===== config.mk =====
export PLATFORM = sky130hd
export DESIGN_NAME = rt_health_word
export DESIGN_NICKNAME = d
export VERILOG_FILES = /design/src/rtl/rt_hw_pkg.sv /design/src/rtl/rt_hw_cmd_decode.sv /design/src/rtl/rt_hw_event_map.sv /design/src/rtl/rt_hw_cell.sv /design/src/rtl/rt_health_word.sv
export SDC_FILE = /design/constraint.sdc
export NUM_CORES = 1
export LEC_CHECK = 0
export BUFFER_PORTS_ARGS = -buffer_cell sky130_fd_sc_hd__buf_4
export CORE_UTILIZATION = 43
export CTS_BUF_LIST = sky130_fd_sc_hd__clkbuf_8
export DETAILED_ROUTE_END_ITERATION = 8
export PLACE_DENSITY = 0.79
export SLEW_MARGIN = 25
export SYNTH_ARGS = -nofsm -noshare
export SYNTH_HDL_FRONTEND = slang
export SYNTH_SLANG_ARGS = --single-unit

===== constraint.sdc =====
create_clock -name clk -period 1.9 [get_ports clk]
set_input_delay 0.19 -clock clk [delete_from_list [all_inputs] [get_ports clk]]
set_output_delay 0.19 -clock clk [all_outputs]
set_load 0.02 [all_outputs]

===== src/rtl/rt_hw_pkg.sv =====
// Package: bit positions, mode codes and helper types for the terminal
// health word. Assumes the standard command/response mode code numbering.
package rt_hw_pkg;

    localparam int unsigned HW_W        = 16;
    localparam int unsigned CODE_W      = 5;

    // Bit positions; software and the bus reader decode these.
    localparam int unsigned POS_TXTO    = 0;
    localparam int unsigned POS_HSK     = 1;
    localparam int unsigned POS_LOOP    = 2;
    localparam int unsigned POS_BADTR   = 3;
    localparam int unsigned POS_BADCMD  = 4;
    localparam int unsigned POS_WCLO    = 5;
    localparam int unsigned POS_WCHI    = 6;
    localparam int unsigned POS_BCAST   = 7;
    localparam int unsigned POS_OFF0    = 8;
    localparam int unsigned POS_INHIBIT = 11;
    localparam int unsigned POS_TO0     = 12;

    // Bits that are never implemented (read zero).
    localparam logic [HW_W-1:0] RSVD_MASK = 16'hC400;

    localparam logic [CODE_W-1:0] MC_TX_STATUS  = 5'b00010;
    localparam logic [CODE_W-1:0] MC_RESET      = 5'b01000;
    localparam logic [CODE_W-1:0] MC_TX_LASTCMD = 5'b10010;
    localparam logic [CODE_W-1:0] MC_TX_BITWORD = 5'b10011;

    typedef enum logic [1:0] {
        TR_FREE = 2'd0,   // reserved code, no T/R rule
        TR_XMIT = 2'd1,   // must carry T/R = 1
        TR_RECV = 2'd2    // must carry T/R = 0
    } tr_rule_e;

    typedef struct packed {
        logic clr_all;
        logic clr_cmd;
        logic set_badtr;
        logic set_badcmd;
    } cmd_eff_t;

    // Required T/R direction for each mode code.
    function automatic tr_rule_e mode_tr_rule(input logic [CODE_W-1:0] code);
        tr_rule_e r;
        if (code <= 5'd8)
            r = TR_XMIT;
        else if (code == 5'd16 || code == 5'd18 || code == 5'd19)
            r = TR_XMIT;
        else if (code == 5'd17 || code == 5'd20 || code == 5'd21)
            r = TR_RECV;
        else
            r = TR_FREE;
        return r;
    endfunction

endpackage


===== src/rtl/rt_hw_cmd_decode.sv =====
// Module: classifies a decoded command into its effects on the health word.
// Assumes all inputs are valid in the cycle cmd_valid is high. Purely
// combinational.
module rt_hw_cmd_decode
    import rt_hw_pkg::*;
(
    input  logic              cmd_valid,
    input  logic              cmd_mode,
    input  logic [CODE_W-1:0] cmd_code,
    input  logic              cmd_tr,
    input  logic              ss_cmd_legal,
    input  logic              ss_allow_rsvd,
    output cmd_eff_t          eff
);

    tr_rule_e rule;
    logic     tr_wrong;
    logic     rsvd_hit;
    logic     is_legal;
    logic     is_report;
    logic     is_reset;

    // Legality of the command against T/R rule, reserved codes and subsystem.
    always_comb begin
        rule      = mode_tr_rule(cmd_code);
        tr_wrong  = cmd_mode && (((rule == TR_XMIT) && !cmd_tr) ||
                                 ((rule == TR_RECV) &&  cmd_tr));
        rsvd_hit  = cmd_mode && (rule == TR_FREE) && ss_allow_rsvd;
        is_legal  = ss_cmd_legal && !tr_wrong && !rsvd_hit;
    end

    // Identify status-reporting and reset commands that are legal.
    always_comb begin
        is_report = cmd_mode && is_legal &&
                    ((cmd_code == MC_TX_STATUS) ||
                     (cmd_code == MC_TX_LASTCMD) ||
                     (cmd_code == MC_TX_BITWORD));
        is_reset  = cmd_mode && is_legal && (cmd_code == MC_RESET);
    end

    // Map the classification to set and clear effects.
    always_comb begin
        eff.clr_all    = cmd_valid && is_reset;
        eff.clr_cmd    = cmd_valid && !is_report;
        eff.set_badtr  = cmd_valid && tr_wrong;
        eff.set_badcmd = cmd_valid && (!ss_cmd_legal || rsvd_hit);
    end

endmodule


===== src/rtl/rt_hw_event_map.sv =====
// Module: maps terminal event strobes onto per-bit set requests.
// Assumes one timeout and one shutdown strobe per bus. Combinational.
module rt_hw_event_map
    import rt_hw_pkg::*;
#(
    parameter int unsigned NUM_BUS = 2
) (
    input  logic [NUM_BUS-1:0] ev_tx_timeout,
    input  logic               ev_selftest_bad,
    input  logic               ev_loop_err,
    input  logic               ev_hsk_miss,
    input  logic               ev_wc_high,
    input  logic               ev_wc_low,
    input  logic               ev_bcast_bad,
    input  logic [NUM_BUS-1:0] ev_bus_off,
    input  logic               ev_flag_inhibit,
    input  logic               ev_shutdown_bad,
    output logic [HW_W-1:0]    set_vec
);

    logic [HW_W-1:0] bus_part [NUM_BUS];
    logic [HW_W-1:0] bus_or;

    // Per-bus set requests: timeout bit, shutdown bit.
    for (genvar b = 0; b < NUM_BUS; b++) begin : g_bus
        always_comb begin
            bus_part[b] = '0;
            bus_part[b][POS_TO0 + b]  = ev_tx_timeout[b];
            bus_part[b][POS_OFF0 + b] = ev_bus_off[b];
        end
    end

    // OR the per-bus requests together.
    always_comb begin
        bus_or = '0;
        for (int b = 0; b < NUM_BUS; b++)
            bus_or = bus_or | bus_part[b];
    end

    // Single-bit events, including the summary timeout bit.
    always_comb begin
        set_vec                = bus_or;
        set_vec[POS_TXTO]      = (|ev_tx_timeout) || ev_selftest_bad;
        set_vec[POS_HSK]       = ev_hsk_miss;
        set_vec[POS_LOOP]      = ev_loop_err;
        set_vec[POS_BADCMD]    = ev_shutdown_bad;
        set_vec[POS_WCLO]      = ev_wc_low;
        set_vec[POS_WCHI]      = ev_wc_high;
        set_vec[POS_BCAST]     = ev_bcast_bad;
        set_vec[POS_INHIBIT]   = ev_flag_inhibit;
    end

endmodule


===== src/rtl/rt_hw_cell.sv =====
// Module: one sticky bit with set priority over clear. An unimplemented
// cell is tied to zero. Assumes synchronous active-low reset.
module rt_hw_cell #(
    parameter bit IMPLEMENTED = 1'b1
) (
    input  logic clk,
    input  logic rst_n,
    input  logic set_i,
    input  logic clr_i,
    output logic q
);

    if (IMPLEMENTED) begin : g_live
        logic q_r;
        // Hold, clear or set the bit; set wins.
        always_ff @(posedge clk) begin
            if (!rst_n)
                q_r <= 1'b0;
            else if (set_i)
                q_r <= 1'b1;
            else if (clr_i)
                q_r <= 1'b0;
        end
        assign q = q_r;
    end else begin : g_tied
        logic unused_in;
        assign unused_in = set_i ^ clr_i ^ clk ^ rst_n;
        assign q = 1'b0;
    end

endmodule


===== src/rtl/rt_health_word.sv =====
// Module: top of the remote terminal health word. Combines command effects
// and event strobes into per-bit set/clear requests and keeps the 16 cells.
// Assumes all strobes are single-cycle and synchronous to clk.
module rt_health_word
    import rt_hw_pkg::*;
#(
    parameter int unsigned NUM_BUS = 2
) (
    input  logic               clk,
    input  logic               rst_n,
    input  logic               cmd_valid,
    input  logic               cmd_mode,
    input  logic [4:0]         cmd_code,
    input  logic               cmd_tr,
    input  logic               ss_cmd_legal,
    input  logic               ss_allow_rsvd,
    input  logic [NUM_BUS-1:0] ev_tx_timeout,
    input  logic               ev_selftest_bad,
    input  logic               ev_loop_err,
    input  logic               ev_hsk_miss,
    input  logic               ev_wc_high,
    input  logic               ev_wc_low,
    input  logic               ev_bcast_bad,
    input  logic [NUM_BUS-1:0] ev_bus_off,
    input  logic               ev_flag_inhibit,
    input  logic               ev_shutdown_bad,
    output logic [15:0]        health_word
);

    localparam logic [HW_W-1:0] CMD_BITS =
        (HW_W'(1) << POS_BADTR) | (HW_W'(1) << POS_BADCMD);

    cmd_eff_t        eff;
    logic [HW_W-1:0] ev_set;
    logic [HW_W-1:0] set_vec;
    logic [HW_W-1:0] clr_vec;
    logic [HW_W-1:0] word_q;

    rt_hw_cmd_decode u_dec (
        .cmd_valid     (cmd_valid),
        .cmd_mode      (cmd_mode),
        .cmd_code      (cmd_code),
        .cmd_tr        (cmd_tr),
        .ss_cmd_legal  (ss_cmd_legal),
        .ss_allow_rsvd (ss_allow_rsvd),
        .eff           (eff)
    );

    rt_hw_event_map #(.NUM_BUS(NUM_BUS)) u_map (
        .ev_tx_timeout   (ev_tx_timeout),
        .ev_selftest_bad (ev_selftest_bad),
        .ev_loop_err     (ev_loop_err),
        .ev_hsk_miss     (ev_hsk_miss),
        .ev_wc_high      (ev_wc_high),
        .ev_wc_low       (ev_wc_low),
        .ev_bcast_bad    (ev_bcast_bad),
        .ev_bus_off      (ev_bus_off),
        .ev_flag_inhibit (ev_flag_inhibit),
        .ev_shutdown_bad (ev_shutdown_bad),
        .set_vec         (ev_set)
    );

    // Merge command-driven sets into the event sets.
    always_comb begin
        set_vec             = ev_set;
        set_vec[POS_BADTR]  = ev_set[POS_BADTR]  || eff.set_badtr;
        set_vec[POS_BADCMD] = ev_set[POS_BADCMD] || eff.set_badcmd;
    end

    // Clear requests: reset clears all, other commands clear the legality bits.
    always_comb begin
        clr_vec = {HW_W{eff.clr_all}} | (CMD_BITS & {HW_W{eff.clr_cmd}});
    end

    for (genvar i = 0; i < HW_W; i++) begin : g_cell
        rt_hw_cell #(.IMPLEMENTED(!RSVD_MASK[i])) u_cell (
            .clk   (clk),
            .rst_n (rst_n),
            .set_i (set_vec[i]),
            .clr_i (clr_vec[i]),
            .q     (word_q[i])
        );
    end

    assign health_word = word_q;

endmodule


Word-level counts from Yosys, hierarchy flattened --
Index checks and enable logic that the tools add are counted.
Word-level totals: bits in registers 13, bits of input ports 24, word-level logic and storage cells 100, output and inout port bits 16
Operators by class: muxes and demuxes 29, reduce and logical (&&, ||, !) cells 45, bitwise operators 2, $lt $le $gt $ge 1, equality and inequality tests 10
Operators with widths (number):
- $eq A5 B5 Y1 const B | 6
- $mux W1 | 26
- $reduce_bool A2 Y1 | 13
- $logic_and A1 B1 Y1 | 14
- $or A13 B14 Y14 | 1
- $or A14 B5 Y14 | 1
- $logic_or A1 B1 Y1 | 11
- $mux W2 | 3
- $eq A5 B2 Y1 const B | 1
- $eq A5 B4 Y1 const B | 1
- $le A5 B4 Y1 const B | 1
- $logic_not A1 Y1 | 5
- $eq A2 B1 Y1 const B | 1
- $eq A2 B2 Y1 const B | 1
- $logic_not A2 Y1 | 1
- $reduce_or A2 Y1 | 1

Longest topological paths before layout --
Gate-level depths: netlist of run 1.
depth after elaboration 20, mapped depth 5, depth with buffers taken out 4

By module --
From an unflattened synthesis of run 1, not the netlist that was laid out.
Unflattened totals: cells, all modules 88, area total of the unflattened synthesis 870.8 sq um
Modules (own cells, without submodules):
- rt_hw_cell (g_cell[0].u_cell ...) | times used 13, seq. area each 20.0 sq um, cells an instance 3, area each 41.3 sq um
- rt_hw_cmd_decode | times used 1, seq. area each 0.0 sq um, cells an instance 23, area each 158.9 sq um
- rt_hw_event_map | times used 1, seq. area each 0.0 sq um, cells an instance 17, area each 122.6 sq um
- rt_hw_cell (g_cell[10].u_cell ...) | times used 3, seq. area each 0.0 sq um, cells an instance 2, area each 11.3 sq um
- rt_health_word | times used 1, seq. area each 0.0 sq um, cells an instance 3, area each 18.8 sq um

Worst setup path after synthesis of run 1 --
No wires, ideal clock.
path kind input-to-reg, from input cmd_code[2], to register g_cell[11].u_cell.g_live.q_r, data arrival time 1336 ps, buffers on the path 1, setup slack 447 ps, required time 1783 ps, setup time 117 ps, cell stages on the path 4, cells stage by stage or4_4 o31a_1 buf_6 a22o_1
On the way: word-level cells in the longest chain between the ends 18, elaborated cells on any way between the ends 33, those cells by class order compare: 1; eq/ne: 9; mux: 3; bitwise: 1; reduce/logical: 19
RTL lines:
- start, declared | line rt_health_word.sv:13 | input logic [4:0] cmd_code,
- $eq A5 B5 Y1 | line rt_hw_pkg.sv:49 | else if (code == 5'd17 || code == 5'd20 || code == 5'd21)
- $logic_or A1 B1 Y1 (2 in series) | line rt_hw_pkg.sv:49
- $mux W2 | line rt_hw_pkg.sv:49
- $mux W2 | line rt_hw_pkg.sv:47 | else if (code == 5'd16 || code == 5'd18 || code == 5'd19)
- $mux W2 | line rt_hw_pkg.sv:45 | if (code <= 5'd8)
- $eq A2 B1 Y1 / $eq A2 B2 Y1 (equally long branches) | line rt_hw_cmd_decode.sv:26, rt_hw_cmd_decode.sv:27
- $logic_and A1 B1 Y1 (on tied branches) | line rt_hw_cmd_decode.sv:26, rt_hw_cmd_decode.sv:27
- $logic_or A1 B1 Y1 | line rt_hw_cmd_decode.sv:26 | tr_wrong = cmd_mode && (((rule == TR_XMIT) && !cmd_tr) ||
- $logic_and A1 B1 Y1 | line rt_hw_cmd_decode.sv:26
- $logic_not A1 Y1 | line rt_hw_cmd_decode.sv:29 | is_legal = ss_cmd_legal && !tr_wrong && !rsvd_hit;
- $logic_and A1 B1 Y1 (2 in series) | line rt_hw_cmd_decode.sv:29
- $logic_and A1 B1 Y1 | line rt_hw_cmd_decode.sv:38 | is_reset = cmd_mode && is_legal && (cmd_code == MC_RESET);
- $logic_and A1 B1 Y1 (*) | line rt_hw_cmd_decode.sv:38
- $logic_and A1 B1 Y1 (*) | line rt_hw_cmd_decode.sv:43 | eff.clr_all = cmd_valid && is_reset;
- $or A14 B5 Y14 (*) | line rt_health_word.sv:72 | clr_vec = {HW_W{eff.clr_all}} | (CMD_BITS & {HW_W{eff.clr_cmd}});
- $reduce_bool A2 Y1 (no line) (*)
- end signal, assigned | line rt_hw_cell.sv:18 | q_r <= 1'b0;
- end signal, assigned | line rt_hw_cell.sv:20 | q_r <= 1'b1;
- end signal, assigned | line rt_hw_cell.sv:22 | q_r <= 1'b0;
- end, declared | line rt_hw_cell.sv:14 | logic q_r;
Mark *: on every way between the ends. The rest lies on a longest branch, timed or not. A chain may end at the register's enable or synchronous reset.

Worst setup path after layout of run 1 --
from input cmd_code[2], to register g_cell[5].u_cell.g_live.q_r
On the way: word-level cells in the longest chain between the ends 18, elaborated cells on any way between the ends 33, those cells by class order compare: 1; eq/ne: 9; mux: 3; bitwise: 1; reduce/logical: 19
RTL lines (line):
- $eq A5 B5 Y1 | rt_hw_pkg.sv:49
- $logic_or A1 B1 Y1 (2 in series) | rt_hw_pkg.sv:49
- $mux W2 | rt_hw_pkg.sv:49
- $mux W2 | rt_hw_pkg.sv:47
- $mux W2 | rt_hw_pkg.sv:45
- $eq A2 B1 Y1 / $eq A2 B2 Y1 (equally long branches) | rt_hw_cmd_decode.sv:26, rt_hw_cmd_decode.sv:27
- $logic_and A1 B1 Y1 (on tied branches) | rt_hw_cmd_decode.sv:26, rt_hw_cmd_decode.sv:27
- $logic_or A1 B1 Y1 | rt_hw_cmd_decode.sv:26
- $logic_and A1 B1 Y1 | rt_hw_cmd_decode.sv:26
- $logic_not A1 Y1 | rt_hw_cmd_decode.sv:29
- $logic_and A1 B1 Y1 (2 in series) | rt_hw_cmd_decode.sv:29
- $logic_and A1 B1 Y1 | rt_hw_cmd_decode.sv:38
- $logic_and A1 B1 Y1 (*) | rt_hw_cmd_decode.sv:38
- $logic_and A1 B1 Y1 (*) | rt_hw_cmd_decode.sv:43
- $or A14 B5 Y14 (*) | rt_health_word.sv:72
- $reduce_bool A2 Y1 (no line) (*)
- end signal, assigned | rt_hw_cell.sv:18
- end signal, assigned | rt_hw_cell.sv:20
- end signal, assigned | rt_hw_cell.sv:22
- end, declared | rt_hw_cell.sv:14
Marked as above.

==> summary.md, run 1 <==
| Metric | Value |
|---|---|
| Status | `completed` |
| Total power | `between 0.0007 and 0.0008 W` |
| Startpoint Class | `input pin` |
| # fillers | `about 140` |
| Core ar. | `~1500 um2` |
| Largest register FFs | `13` |
| FF-to-FF End | `g_cell[4].u_cell.q` |
| Pin count of the biggest net entering global routing | `18` |
| Cts bufs inserted | `3` |
| Final setup violation count | `0` |
| 1st-pass router iterations | `4` |
| Max Clock Skew | `0 ps` |
| Die ar. | `1790 um2` |
| Dpl ws | `between 200 and 250 ps` |
| CP cell instances | `buf_4, or4_4, o31a_1, a22o_2` |
| Final period util | `approximately three quarters` |
| WP depth | `4` |
| I/O pins | `40` |
| Crit path capture | `g_cell[5].u_cell.q` |
| Worst Hold Class | `input pin to register` |
| Final nets | `123` |
| Max-slew violation count | `0` |
| Die Ht | `around 42 um` |
| Multi-input combinational cell area | `around 300 um2` |
| Fin crit period | `1430 ps` |
| Routability Congestion | `0.805` |
| CTS root buffer | `clkbuf_8` |
| WP data required | `around 2000 ps` |
| Synthesized area per cell | `9.31 um2` |
| Gates resized, CTS repair | `0` |
| Rows | `14` |
| Later-pin clock latency in the skew report | `about 240 ps` |
| Flops & latches, synth | `13` |
| CP Launch Point | `cmd_code[2]` |
| Setup ws final | `between 400 and 500 ps` |
| Worst r2r src | `g_cell[4].u_cell.q` |
| CTS Hold Buffers Added | `0` |
| Post-route ant nets | `0` |
| Initial antenna violation count | `0` |
| Routed WL | `approximately 1300 um` |
| Area grow syn2layout | `28.0%` |
| Reg2reg path depth | `4` |
| CTS tree | `done` |
| Via density per instance | `5.32` |
| Final TNS setup | `0 ps` |
| Peak supply drop | `0.686 mV` |
| Detailed Route Iter0 Violations | `13` |
| Synth Instances | `between 70 and 80` |
| Critical-path maximum fanout | `11` |
| MaxCap Viol Count | `0` |
| Antenna cells | `0` |
| Buf/Inv on CP | `1` |
| Total gr overflow | `0` |
| First-pass GRT wire length | `2240 um` |
| Syn. warnings | `0` |
| Vias in the first global route | `between 500 and 600` |
| PortBufs | `36` |
| Vias after detailed routing | `roughly 600` |
| Reg2Reg Setup Slack | `approximately 840 ps` |
| Slowest CP cell | `or4_4` |
| Post-CTS Setup Bufs | `0` |
| Cells after DPL | `110` |
| Sequential-to-total area share from yosys stat | `37.3%` |
| Leak Pwr | `0.421 nW` |
| Routed WL per cell | `approximately 12 um` |
| Crit path kind | `input pin to register` |
| Register area | `around 260 um2` |
| Synth Cell Area | `roughly 700 um2` |
| Delay-heaviest family, CP | `compound AO/OA/AOI/OAI gates` |
| CTS max path bufs | `2` |
| # DRC | `0` |
| Fraction of layout cells with a size suffix above 1 | `42.9%` |
| Maximum clock rate | `between 700 and 800 MHz` |
| Final hold vios | `0` |
| Max incr delay on CP | `around 540 ps` |
| CTS H-tree lvls | `1` |
| DIE WIDTH | `approximately 42 um` |
| PD cells | `approximately 800 nW/um2` |
| Tot GR Track Use | `16.8%` |
| Sink Count | `13` |
| Final HPWL DP | `995 um` |
| Final std cells w/o fill | `114` |
| RSZ-0062 raised after global routing | `no` |
| Crit end category | `register` |
| Critical Path AT | `1560 ps` |
| Clock transition at path regs | `roughly 50 ps` |
| Synth unique cells | `29` |
| Initial Utilization | `46.3%` |
## worst min path at each step
stage                                endpoint  cells after the start       startpoint
after floorplan            g_cell[0].u_cell.q                      2  ev_selftest_bad
after global placement     g_cell[0].u_cell.q                      3  ev_selftest_bad
after detailed placement   g_cell[0].u_cell.q                      3  ev_selftest_bad
after CTS                 g_cell[11].u_cell.q                      2  ev_flag_inhibit
after global routing       g_cell[6].u_cell.q                      2       ev_wc_high
final                      g_cell[9].u_cell.q                      2    ev_bus_off[1]
## synthesized netlist by cell type, drive strengths merged
master   instances  share of area, %
buf             19                21
dfxtp           13                37
a22o            10                13
nand2            6               3.2
a21oi            2               1.4
nand2b           2               1.8
nand3            2               1.4
nor2             2               1.1
o21ai            2               1.4
a2111oi          1               1.3
a221o            1               1.4
a31oi            1              0.90
and3b            1               1.3
conb             1              0.54
inv              1              0.54
nand3b           1               1.1
nand4            1              0.90
nor2b            1              0.90
o2111ai          1               1.3
o211ai           1               1.1
o2bb2ai          1               1.3
o31a             1               1.3
o31ai            1               1.1
o32ai            1               1.3
or2              1              0.90
or4              1               1.6
## layer usage
metal	vias to the layer above	part of all wire, %	global-route usage [%]
met4	0	2.4	9.38
met3	4	6.7	6.47
met2	22	47	25.2
li1	303	-	-
met1	277	44	20.5
met5	-	0	0
## cells in the final DEF (no fill, tap or decap), types with 2 or more instances in the layout
cell type,netlist,routed
buf_4,16,36
a22o_1,9,9
o21ai_0,2,2
clkbuf_8,0,3
dfxtp_1,13,13
nand2b_1,2,2
nor2_1,2,2
conb_1,1,3
inv_1,1,2
nand3_1,2,2
nand2_1,6,6
a21oi_1,2,2
## per-stage QoR
step                      util, %  instance area [um2]  hold slack, ps
after floorplan                 -                  706             309
after global placement       56.3                  848             405
after detailed placement     56.3                  848             410
after CTS                    59.3                  893             157
after global routing         59.3                  893             162
final                        59.3                  893             160
## power by group
| group | internal, W | switching, W | leakage [nW] |
|---|---|---|---|
| logic | 0.0000858 | 0.0000802 | 0.285 |
| clock network | 0.000143 | 0.0000955 | 0.0269 |
| registers | 0.000297 | 0.0000129 | 0.109 |
## area by class of cell
type                            count  area share [%]
Multi-Input combinational cell     44            32.9
Inverter                            1           0.420
Tap cell                           16            2.24
Sequential cell                    13            29.1
Clock buffer                        3            4.62
Timing Repair Buffer               36            30.3
Clock inverter                      1           0.420
## worst reg2reg max path, stage by stage, from the launching register on
cell and delay [ps]:
dfxtp_1 310, or2_2 290, a21oi_1 130, o21ai_0 90
o2bb2ai_1 120
## kinds of logic after synthesis
logic type / after synthesis / synth area share [%]
buf+inv: 20 / 21.7
other cells: 1 / 0.537
compound gates: 23 / 26.3
flops: 13 / 37.3
simple gates: 18 / 14.2
Power figures use the tool's default switching activity.
==> run 2: changes to the inputs <==
Settings changed: ABC_AREA set to 1, CORE_UTILIZATION 43 to 41, PLACE_DENSITY 0.79 to 0.77.
Clock period 1.9 ns to 1.29 ns, I/O delays scaled along.
==> summary.md, run 2 <==
| Metric | Value |
|---|---|
| Core ar. | `1590 um2 (+5.8%)` |
| Critical Path AT | `1250 ps (-310 ps)` |
| Routability Congestion | `0.787 (-2.2%)` |
| Post-route ant nets | `0 (unchanged)` |
| MaxCap Viol Count | `0 (unchanged)` |
| Synth Instances | `95 (+27%)` |
| Cells after DPL | `140 (+27%)` |
| Via density per instance | `4.36 (-18%)` |
| Synth Cell Area | `736 um2 (+5.4%)` |
| Vias in the first global route | `629 (+22%)` |
| Vias after detailed routing | `628 (+3.6%)` |
| Synthesized area per cell | `7.74 um2 (-17%)` |
| Routed WL per cell | `9.84 um (-16%)` |
| First-pass GRT wire length | `2460 um (+9.9%)` |
| Largest register FFs | `13 (unchanged)` |
| Final hold vios | `0 (unchanged)` |
| Post-synth EDFFs | `0 (unchanged)` |
| Detailed Route Iter0 Violations | `7 (-6)` |
| DIE WIDTH | `44.4 um (+4.9%)` |
| Later-pin clock latency in the skew report | `240 ps (about the same)` |
| Final TNS setup | `0 ps (unchanged)` |
| Leak Pwr | `0.480 nW (+14%)` |
| PortBufs | `36 (unchanged)` |
| Flops & latches, synth | `13 (unchanged)` |
| Die Ht | `44.4 um (+4.9%)` |
| Antenna cells | `0 (unchanged)` |
| Initial antenna violation count | `0 (unchanged)` |
| Critical-path maximum fanout | `11 (unchanged)` |
| CTS Hold Buffers Added | `0 (unchanged)` |
| Worst Hold Class | `input pin to register` |
| Final setup violation count | `0 (unchanged)` |
| Peak supply drop | `0.833 mV (+21%)` |
| Sequential-to-total area share from yosys stat | `35.4% (-1.9 points)` |
| Final std cells w/o fill | `144 (+26%)` |
| Top FF cell, synth | `dfxtp_1` |
| Max Clock Skew | `0 ps (unchanged)` |
| I/O pins | `40 (unchanged)` |
| Clock transition at path regs | `50 ps (about the same)` |
| CTS max path bufs | `2 (unchanged)` |
| Final period util | `about 90%` |
| CTS tree | `done` |
| CTS H-tree lvls | `1 (unchanged)` |
| Syn. warnings | `0 (unchanged)` |
| Cts bufs inserted | `3 (unchanged)` |
| Gates resized, CTS repair | `0 (unchanged)` |
| Routed WL | `1420 um (+6.0%)` |
| PD cells | `1050 nW/um2 (+32%)` |
| Maximum clock rate | `just under 900 MHz` |
| Hold path depth | `3 (+1)` |
| Startpoint Class | `input pin` |
| # DRC | `0 (unchanged)` |
| Post-CTS Setup Bufs | `0 (unchanged)` |
| Tot GR Track Use | `17.0% (+0.22 points)` |
| Most used cells in the layout excluding fill and tap cells | `buf_4, nand2_1, nor2_1, dfxtp_1, a21oi_2` |
| Fraction of layout cells with a size suffix above 1 | `49.2% (+6.3 points)` |
| Reg2reg path depth | `2 (-2)` |
| Sink Count | `13 (unchanged)` |
| Max-slew violation count | `0 (unchanged)` |
| Total gr overflow | `0 (unchanged)` |
| Yosys top cell by area | `dfxtp_1` |
| Area grow syn2layout | `32.3%` |
| Rows | `14 (unchanged)` |
| Pin count of the biggest net entering global routing | `14 (-4)` |
| CTS root buffer | `clkbuf_8` |
| Most common cell after layout, fill and taps aside | `buf_4` |
| Async set-reset flop share out of synthesis | `0% (unchanged)` |
| Final HPWL DP | `1140 um (+15%)` |
| Fin crit period | `1130 ps` |
| Synth unique cells | `18 (-38%)` |
| Synth top area share | `35.4% (-1.9 points)` |
| Final nets | `145 (+18%)` |
| Crit end category | `register` |
| Die ar. | `1970 um2 (+10%)` |
| Synth area leaders | `dfxtp_1, buf_4, a21oi_2` |
| Status | `completed` |
| Synth cell count leaders | `buf_4, nand2_1, dfxtp_1, nor2_1, a21oi_2` |
| WP data required | `1400 ps (-630 ps)` |
| Initial Utilization | `46.2% (-0.19 points)` |
| 1st-pass router iterations | `3 (-1)` |
| Crit path kind | `input pin to register` |
| RSZ-0062 raised after global routing | `no` |
## run 2: changes by cell type after synthesis, sizes merged, moves of 3 or more
cell and delta:
a21oi +13, a22o -10, inv +6, nand2 +13
nor2 +12, nor3 +3
## run 2: logic make-up (layout without fill, tap and decap cells)
kind of cell,after synthesis,in the layout,synth area share (%)
other,1,3,0.510
AND/OR/NAND/NOR,40,40,26.4
buffers and inverters,26,49,22.4
flip-flops,13,13,35.4
AO/OA/AOI/OAI,15,15,15.3
## run 2: critical path: stages
cell and delay (ps):
buf_4 120, nor2_1 130, nand2_1 70, nand2_1 70, nand2_2 60, nand3_2 70, nand3_2 80, nor2_4 100
nand3_2 90, buf_12 160, a21oi_2 120, nor2_1 50
## run 2: final cells by class
class	count	area [um2]
clock inverter	1	3.75
inverter	8	30.0
multi-input combinational	58	318
tap	24	30.0
sequential	13	260
timing repair buffer	37	290
clock buffer	3	41.3
fill	149	621
## run 2: final timing paths
path                                         start             endpoint  slack (ps)
worst max-delay path                   cmd_code[3]   g_cell[9].u_cell.q         160
worst min-delay path               ev_flag_inhibit  g_cell[11].u_cell.q          90
worst max register to register  g_cell[9].u_cell.q   g_cell[9].u_cell.q         670
worst min register to register  g_cell[4].u_cell.q   g_cell[4].u_cell.q         460
## run 2: power by group
group / switching, W / internal [W] / leakage, nW / total (W)
clock network: 0.000137 / 0.000210 / 0.0269 / 0.000346
registers: 0.0000184 / 0.000431 / 0.109 / 0.000449
logic: 0.000118 / 0.000112 / 0.344 / 0.000230
total: 0.000273 / 0.000752 / 0.480 / 0.00103
## run 2: per-layer routing
metal  part of all wire (%)  vias up  GRT usage, %
met4                    1.3        0          7.27
met5                      0        -             0
met3                    5.0        5          6.12
li1                       -      327             -
met2                     52       19          31.5
met1                     42      277          17.0
## run 2: per-stage QoR
stage / hold slack [ps] / setup slack [ps] / cell area [um2] / total power (W) / util, %
2_1_floorplan: 240 / 157 / 743 / 0.000614 / -
3_3_place_gp: 336 / -32.1 / 928 / 0.000683 / 58.2
3_5_place_dp: 344 / -113 / 928 / 0.000689 / 58.2
4_1_cts: 93.0 / 141 / 973 / 0.00104 / 61.1
5_1_grt: 103 / 8.59 / 973 / 0.00108 / 61.1
6_report: 94.8 / 157 / 973 / 0.00103 / 61.1
